`src/rtl/evtdb_pkg.sv`:
```
package evtdb_pkg;
    typedef enum logic [1:0] {
        TRIG_NONE = 2'b00,
        TRIG_RISE = 2'b01,
        TRIG_FALL = 2'b10,
        TRIG_BOTH = 2'b11
    } trig_mode_e;
endpackage

```
`src/rtl/evtdb_tick.sv`:
```
module evtdb_tick #(
    parameter int DIV = 4
) (
    input  logic clk,
    input  logic rst_n,
    output logic tick
);
    localparam int CW = (DIV > 1) ? $clog2(DIV) : 1;
    localparam logic [CW-1:0] LAST = CW'(DIV - 1);

    typedef struct packed {
        logic [CW-1:0] cnt;
    } tick_st_t;

    tick_st_t st_d, st_q;

    always_comb begin
        st_d = st_q;
        if (st_q.cnt == LAST) st_d.cnt = '0;
        else                  st_d.cnt = st_q.cnt + 1'b1;
    end

    always_ff @(posedge clk) begin
        if (!rst_n) st_q <= '0;
        else        st_q <= st_d;
    end

    assign tick = (st_q.cnt == LAST);

    generate
        if (DIV > 1) begin : g_chk
            // ticks are isolated single-cycle strobes
            a_r9_tick_spacing: assert property (@(posedge clk) disable iff (!rst_n)
                tick |=> !tick);
        end
    endgenerate
endmodule

```
`src/rtl/evtdb_sync.sv`:
```
module evtdb_sync #(
    parameter int STAGES = 2
) (
    input  logic clk,
    input  logic rst_n,
    input  logic din,
    output logic dout
);
    logic [STAGES-1:0] sh_d, sh_q;

    always_comb begin
        sh_d = {sh_q[STAGES-2:0], din};
    end

    always_ff @(posedge clk) begin
        if (!rst_n) sh_q <= '0;
        else        sh_q <= sh_d;
    end

    assign dout = sh_q[STAGES-1];

    // the last stage carries the previous cycle's value of the stage before it
    a_r2_shift: assert property (@(posedge clk) disable iff (!rst_n)
        sh_q[STAGES-1] == $past(sh_q[STAGES-2]));
endmodule

```
`src/rtl/evtdb_qual.sv`:
```
module evtdb_qual
    import evtdb_pkg::*;
#(
    parameter int CNT_W = 8
) (
    input  logic             clk,
    input  logic             rst_n,
    input  logic             sin,
    input  logic [1:0]       mode,
    input  logic [CNT_W-1:0] rise_len,
    input  logic             rise_fast,
    input  logic [CNT_W-1:0] fall_len,
    input  logic             fall_fast,
    input  logic             tick_fast,
    input  logic             tick_slow,
    output logic             level,
    output logic             evt
);
    typedef struct packed {
        logic             level;
        logic             evt;
        logic [CNT_W-1:0] cnt;
    } qual_st_t;

    qual_st_t         st_d, st_q;
    logic             going_up;
    logic [CNT_W-1:0] len;
    logic             tk;
    logic             allow;
    logic [CNT_W:0]   nxt;
    trig_mode_e       tmode;

    always_comb begin
        tmode    = trig_mode_e'(mode);
        going_up = ~st_q.level;
        len      = going_up ? rise_len : fall_len;
        tk       = (going_up ? rise_fast : fall_fast) ? tick_fast : tick_slow;
        allow    = going_up ? (tmode == TRIG_RISE || tmode == TRIG_BOTH)
                            : (tmode == TRIG_FALL || tmode == TRIG_BOTH);
        nxt      = {1'b0, st_q.cnt} + 1'b1;

        st_d     = st_q;
        st_d.evt = 1'b0;
        if (sin == st_q.level) begin
            st_d.cnt = '0;
        end else if (len == '0 || (tk && nxt >= {1'b0, len})) begin
            st_d.level = sin;
            st_d.cnt   = '0;
            st_d.evt   = allow;
        end else if (tk) begin
            st_d.cnt = nxt[CNT_W-1:0];
        end
    end

    always_ff @(posedge clk) begin
        if (!rst_n) st_q <= '0;
        else        st_q <= st_d;
    end

    assign level = st_q.level;
    assign evt   = st_q.evt;

    // an event only accompanies a change of the filtered level
    a_r4_event_on_change: assert property (@(posedge clk) disable iff (!rst_n)
        st_q.evt |-> (st_q.level != $past(st_q.level)));
    // a matching input holds the level and clears the count
    a_r3_match_clears: assert property (@(posedge clk) disable iff (!rst_n)
        (sin == st_q.level) |=> ($stable(st_q.level) && st_q.cnt == '0));
    // rising events only when bit 0 of the mode was set
    a_r6_rise_enabled: assert property (@(posedge clk) disable iff (!rst_n)
        (st_q.evt && st_q.level) |-> $past(mode[0]));
    // falling events only when bit 1 of the mode was set
    a_r6_fall_enabled: assert property (@(posedge clk) disable iff (!rst_n)
        (st_q.evt && !st_q.level) |-> $past(mode[1]));
endmodule

```
`src/rtl/edge_event_filter.sv`:
```
module edge_event_filter #(
    parameter int CNT_W    = 8,
    parameter int FAST_DIV = 4,
    parameter int SLOW_DIV = 16,
    parameter int SYNC_N   = 2
) (
    input  logic             clk,
    input  logic             rst_n,
    input  logic             din_async,
    input  logic [1:0]       cfg_mode,
    input  logic [CNT_W-1:0] cfg_rise_len,
    input  logic             cfg_rise_fast,
    input  logic [CNT_W-1:0] cfg_fall_len,
    input  logic             cfg_fall_fast,
    output logic             evt_pulse,
    output logic             lvl_out
);
    localparam int N_RATES = 2;

    logic [N_RATES-1:0] ticks;
    logic               sin;

    generate
        for (genvar g = 0; g < N_RATES; g++) begin : g_tick
            localparam int D = (g == 0) ? FAST_DIV : SLOW_DIV;
            evtdb_tick #(.DIV(D)) u_tick (
                .clk  (clk),
                .rst_n(rst_n),
                .tick (ticks[g])
            );
        end
    endgenerate

    evtdb_sync #(.STAGES(SYNC_N)) u_sync (
        .clk  (clk),
        .rst_n(rst_n),
        .din  (din_async),
        .dout (sin)
    );

    evtdb_qual #(.CNT_W(CNT_W)) u_qual (
        .clk      (clk),
        .rst_n    (rst_n),
        .sin      (sin),
        .mode     (cfg_mode),
        .rise_len (cfg_rise_len),
        .rise_fast(cfg_rise_fast),
        .fall_len (cfg_fall_len),
        .fall_fast(cfg_fall_fast),
        .tick_fast(ticks[0]),
        .tick_slow(ticks[1]),
        .level    (lvl_out),
        .evt      (evt_pulse)
    );
endmodule

```
`config.mk`:
```
export PLATFORM = sky130hd
export DESIGN_NAME = edge_event_filter
export DESIGN_NICKNAME = d
export VERILOG_FILES = /design/src/rtl/evtdb_pkg.sv /design/src/rtl/evtdb_tick.sv /design/src/rtl/evtdb_sync.sv /design/src/rtl/evtdb_qual.sv /design/src/rtl/edge_event_filter.sv
export SDC_FILE = /design/constraint.sdc
export NUM_CORES = 1
export LEC_CHECK = 0
export BUFFER_PORTS_ARGS = -buffer_cell sky130_fd_sc_hd__buf_2
export CELL_PAD_IN_SITES_DETAIL_PLACEMENT = 1
export CELL_PAD_IN_SITES_GLOBAL_PLACEMENT = 2
export CORE_UTILIZATION = 36
export CTS_BUF_LIST = sky130_fd_sc_hd__clkbuf_8
export DETAILED_ROUTE_END_ITERATION = 8
export GPL_TIMING_DRIVEN = 0
export PLACE_DENSITY_LB_ADDON = 0.1
export SLEW_MARGIN = 10
export SYNTH_ARGS = -nofsm -noshare
export SYNTH_HDL_FRONTEND = slang
export SYNTH_HIERARCHICAL = 1
export SYNTH_SLANG_ARGS = --single-unit
```
`constraint.sdc`:
```
create_clock -name clk -period 4 [get_ports clk]
set_input_delay 0.4 -clock clk [delete_from_list [all_inputs] [get_ports clk]]
set_output_delay 0.4 -clock clk [all_outputs]
set_load 0.01 [all_outputs]
```
==> summary.md <==
• 58.2 um — height of the die
• 0.642 — ratio of final minimum period to clock period
• 4.93 — via/cell ratio
• 0.353 mW — Final Power
• completed — result of the run
• 0 — CTS resizes
• 0.376 — Initial Utilization
• 0 — number of antenna violations at the first check in global routing
• 20 — row cnt
• 10 — largest fanout on the critical path
• 0 — total gr overflow
• 952 — via count
• flop — category of the worst setup path capture point
• 0.566 nW — Leak Pwr
• 0 ns — Final TNS setup
• false — setup repair after global routing missed its margin
• 24 — IO buf count
• 372 — fillers
• 0 — number of buffers added for setup after CTS
• 0.00214 ns — Fin Clk Skew
• sky130_fd_sc_hd__dfxtp_1 — Synth Flop Type
• 0.255 — layout cell share with drive strength beyond 1
• 0.689 — relative slew slack
• 0 — final setup vio count
• 4 — Pre-Repair DR Iteration Count
• 0 — number of slew-limit violations in the final report
• buf_4, buf_2, mux2_2, ha_1, nand2b_1, a31oi_1, o21bai_1, a311o_2, nor2_1 — cell-by-cell listing of the critical path
• 0 — number of max-cap violations
• 156 — Syn Nets
• 0 — number of failing hold endpoints at the final stage
• 1.43 ns — setup slack on the worst flop-to-flop path
• 122 — Gate Count Post-Synth
• 6 — total of warnings raised by yosys
• sky130_fd_sc_hd__clkbuf_8 — Root Driver
• u_qual/level — startpoint of the worst-slack reg-to-reg timing path
• 0.25 ns — Clock Latency Late Sink
• 19.0% — area added between synthesis and finish
• 0.175 — gr usage total
• reg2reg — worst setup path class
• simple AND/OR/NAND/NOR gates — main combinational cell family by area after synthesis
• 0 — number of synthesized flops with an enable pin
• 0.103 — complex-gate fraction of the synthesized area
• sky130_fd_sc_hd__buf_2 — most common library cell in the layout ignoring fill and taps
• 0 — share of flip-flops with an asynchronous set or reset after synthesis
• 2.57 ns — Final Critical Period
• din_async — start point of the worst min-delay path
• 0.47 ns — largest stage delay on the critical path
• 762 um^2 — multi-input logic area
• 986 — vias in the first global route
• 0.120 — mux contribution to synthesized area
• 18 — post-synthesis register bit count
• 2120 um — HPWL after detailed placement
• 12 — maximum number of pins on one net before global-route repair
• 0.732 — Final Wtd Congestion
• 4410 um — global-route wire length before repair
• 0.154 mV — maximum vdd ir drop
• 2 — Crit path buffers/inverters
• 2650 um — aggregate routed wire length
• 9 — worst r2r path cells
• 0.453 ns — Worst-Margin Slew
• 2 — number of cells on the worst hold path
• sky130_fd_sc_hd__a311o_2 — Critical-path top delay cell
• 4.18 ns — WP data required
• in2reg — class of the most critical hold timing path
• 9.33 um^2 — mean instance size in the synthesized netlist
• 2 — Max Buffers Root-to-Sink
• 3 — total clock buffers created by CTS
• 261 mW/mm^2 — power density relative to cell area
• 0.355 ns — WHS
• 0.07 ns — register clock-pin slew on the reported worst setup and hold paths
• 389 MHz — Achievable Freq
• u_qual/st_q[2] — worst r2r dst
• 25 — count of boundary I/O pins
• 185 — net count reported at finish
• u_sync/sh_q[0] — Hold Path End
• 26 — number of design-rule violations left by the first detailed-router iteration
• 0 — Ant. Diodes
• 0.316 — part of the Yosys area used for sequential elements
• 0.00303 mm^2 — CORE AREA
• 0 — # hold bufs at CTS
• 13.7 um — average wire per standard cell
• 0.00339 mm^2 — die area
• 58.2 um — die boundary width
• sky130_fd_sc_hd__buf_2 (25), sky130_fd_sc_hd__dfxtp_1 (18), sky130_fd_sc_hd__nor2_1 (14), sky130_fd_sc_hd__nand2_1 (12) — commonest cells after routing, fill and taps aside
• 1 — H-Tree Depth
• 0.115 — parity-gate share of the synthesized area counting xor and xnor cells
• 0 — DRC viols
• 0.210 — Post-Synth Simple-Gate Area
• 0 — Detail Route Antenna Nets
• 0.00114 mm^2 — post-synthesis instance area
• yes — TritonCTS clock tree
• 2.75 ns — Critical Path AT
• compound AO/OA/AOI/OAI gates — kind of cell with the highest combined delay on the critical path
• 0.121 — adder-cell area share of the yosys netlist
• 35 — count of different cell masters after synthesis
• 360 um^2 — FF/Latch Area
• flop — Worst Setup Start Kind
• 18 — TritonCTS sink count
-- cell families after synthesis --
logic type / count (synthesis)
adders and majority gates: 11
muxes: 13
DFF: 18
AOI/OAI and AO/OA: 16
xor gates and xnor gates: 15
buffers and inverters: 3
and+or+nand+nor: 46
-- layer usage --
metal / vias to the layer above / track usage / share of wire
met5: - / 0 / 0
met3: 2 / 0.0268 / 0.027
li1: 486 / - / -
met2: 15 / 0.310 / 0.51
met1: 449 / 0.214 / 0.46
met4: 0 / 0.0612 / 0.0072
-- stage by stage --
stage,instance area [um^2],setup WS (ns),utilization,std cells
2_1_floorplan,1140,1.67,-,122
3_3_place_gp,1310,1.47,0.434,190
3_5_place_dp,1310,1.43,0.434,190
4_1_cts,1360,1.38,0.448,193
5_1_grt,1360,1.19,0.448,193
6_report,1360,1.43,0.448,193
-- cells in the mapped netlist, types with 2 or more instances --
cell	count	area [um^2]
sky130_fd_sc_hd__and2_1	3	18.8
sky130_fd_sc_hd__mux2i_1	11	110
sky130_fd_sc_hd__a21oi_1	3	15.0
sky130_fd_sc_hd__nand2_1	12	45.0
sky130_fd_sc_hd__xnor2_1	8	70.1
sky130_fd_sc_hd__nor2_1	14	52.6
sky130_fd_sc_hd__xor2_1	7	61.3
sky130_fd_sc_hd__o21ai_0	2	10.0
sky130_fd_sc_hd__dfxtp_1	18	360
sky130_fd_sc_hd__ha_1	11	138
sky130_fd_sc_hd__nand4_1	2	12.5
sky130_fd_sc_hd__nor3b_2	2	25.0
sky130_fd_sc_hd__nand3_1	2	10.0
sky130_fd_sc_hd__a31oi_1	2	12.5
sky130_fd_sc_hd__o21bai_1	2	15.0
sky130_fd_sc_hd__nor3_1	4	20.0
-- cell type report --
type / instances / share of cell area
plain buffers: 2 / 0.00923
clock buffers: 3 / 0.0305
inverters: 1 / 0.00277
multi-input cells: 101 / 0.562
flip-flops and latches: 18 / 0.266
well taps: 44 / 0.0406
repair buffers: 24 / 0.0886
-- worst max-delay path by stage --
stage | start | end | slack, ns | cells past startpoint
final | u_qual/level | u_qual/st_q[2] | 1.43 | 9
after global routing | u_qual/st_q[0] | u_qual/st_q[2] | 1.19 | 10
after floorplan | u_qual/level | u_qual/st_q[1] | 1.67 | 9
after detailed placement | u_qual/level | u_qual/st_q[4] | 1.43 | 9
after CTS | u_qual/level | u_qual/st_q[2] | 1.38 | 9
after global placement | u_qual/st_q[0] | u_qual/st_q[1] | 1.47 | 10
-- where the power goes --
part | internal (mW) | switching [mW]
Clock | 0.0668 | 0.0573
Sequential | 0.185 | 0.00429
Combinational | 0.0204 | 0.0189
-- registers in the layout (all words and copies together), names as in the netlist --
| name | count |
|---|---|
| g_tick.u_tick/st_q | 6 |
| u_qual/evt | 1 |
| u_qual/level | 1 |
| u_qual/st_q | 8 |
| u_sync/sh_q | 2 |
No activity file was read; power rests on OpenSTA's default activity.
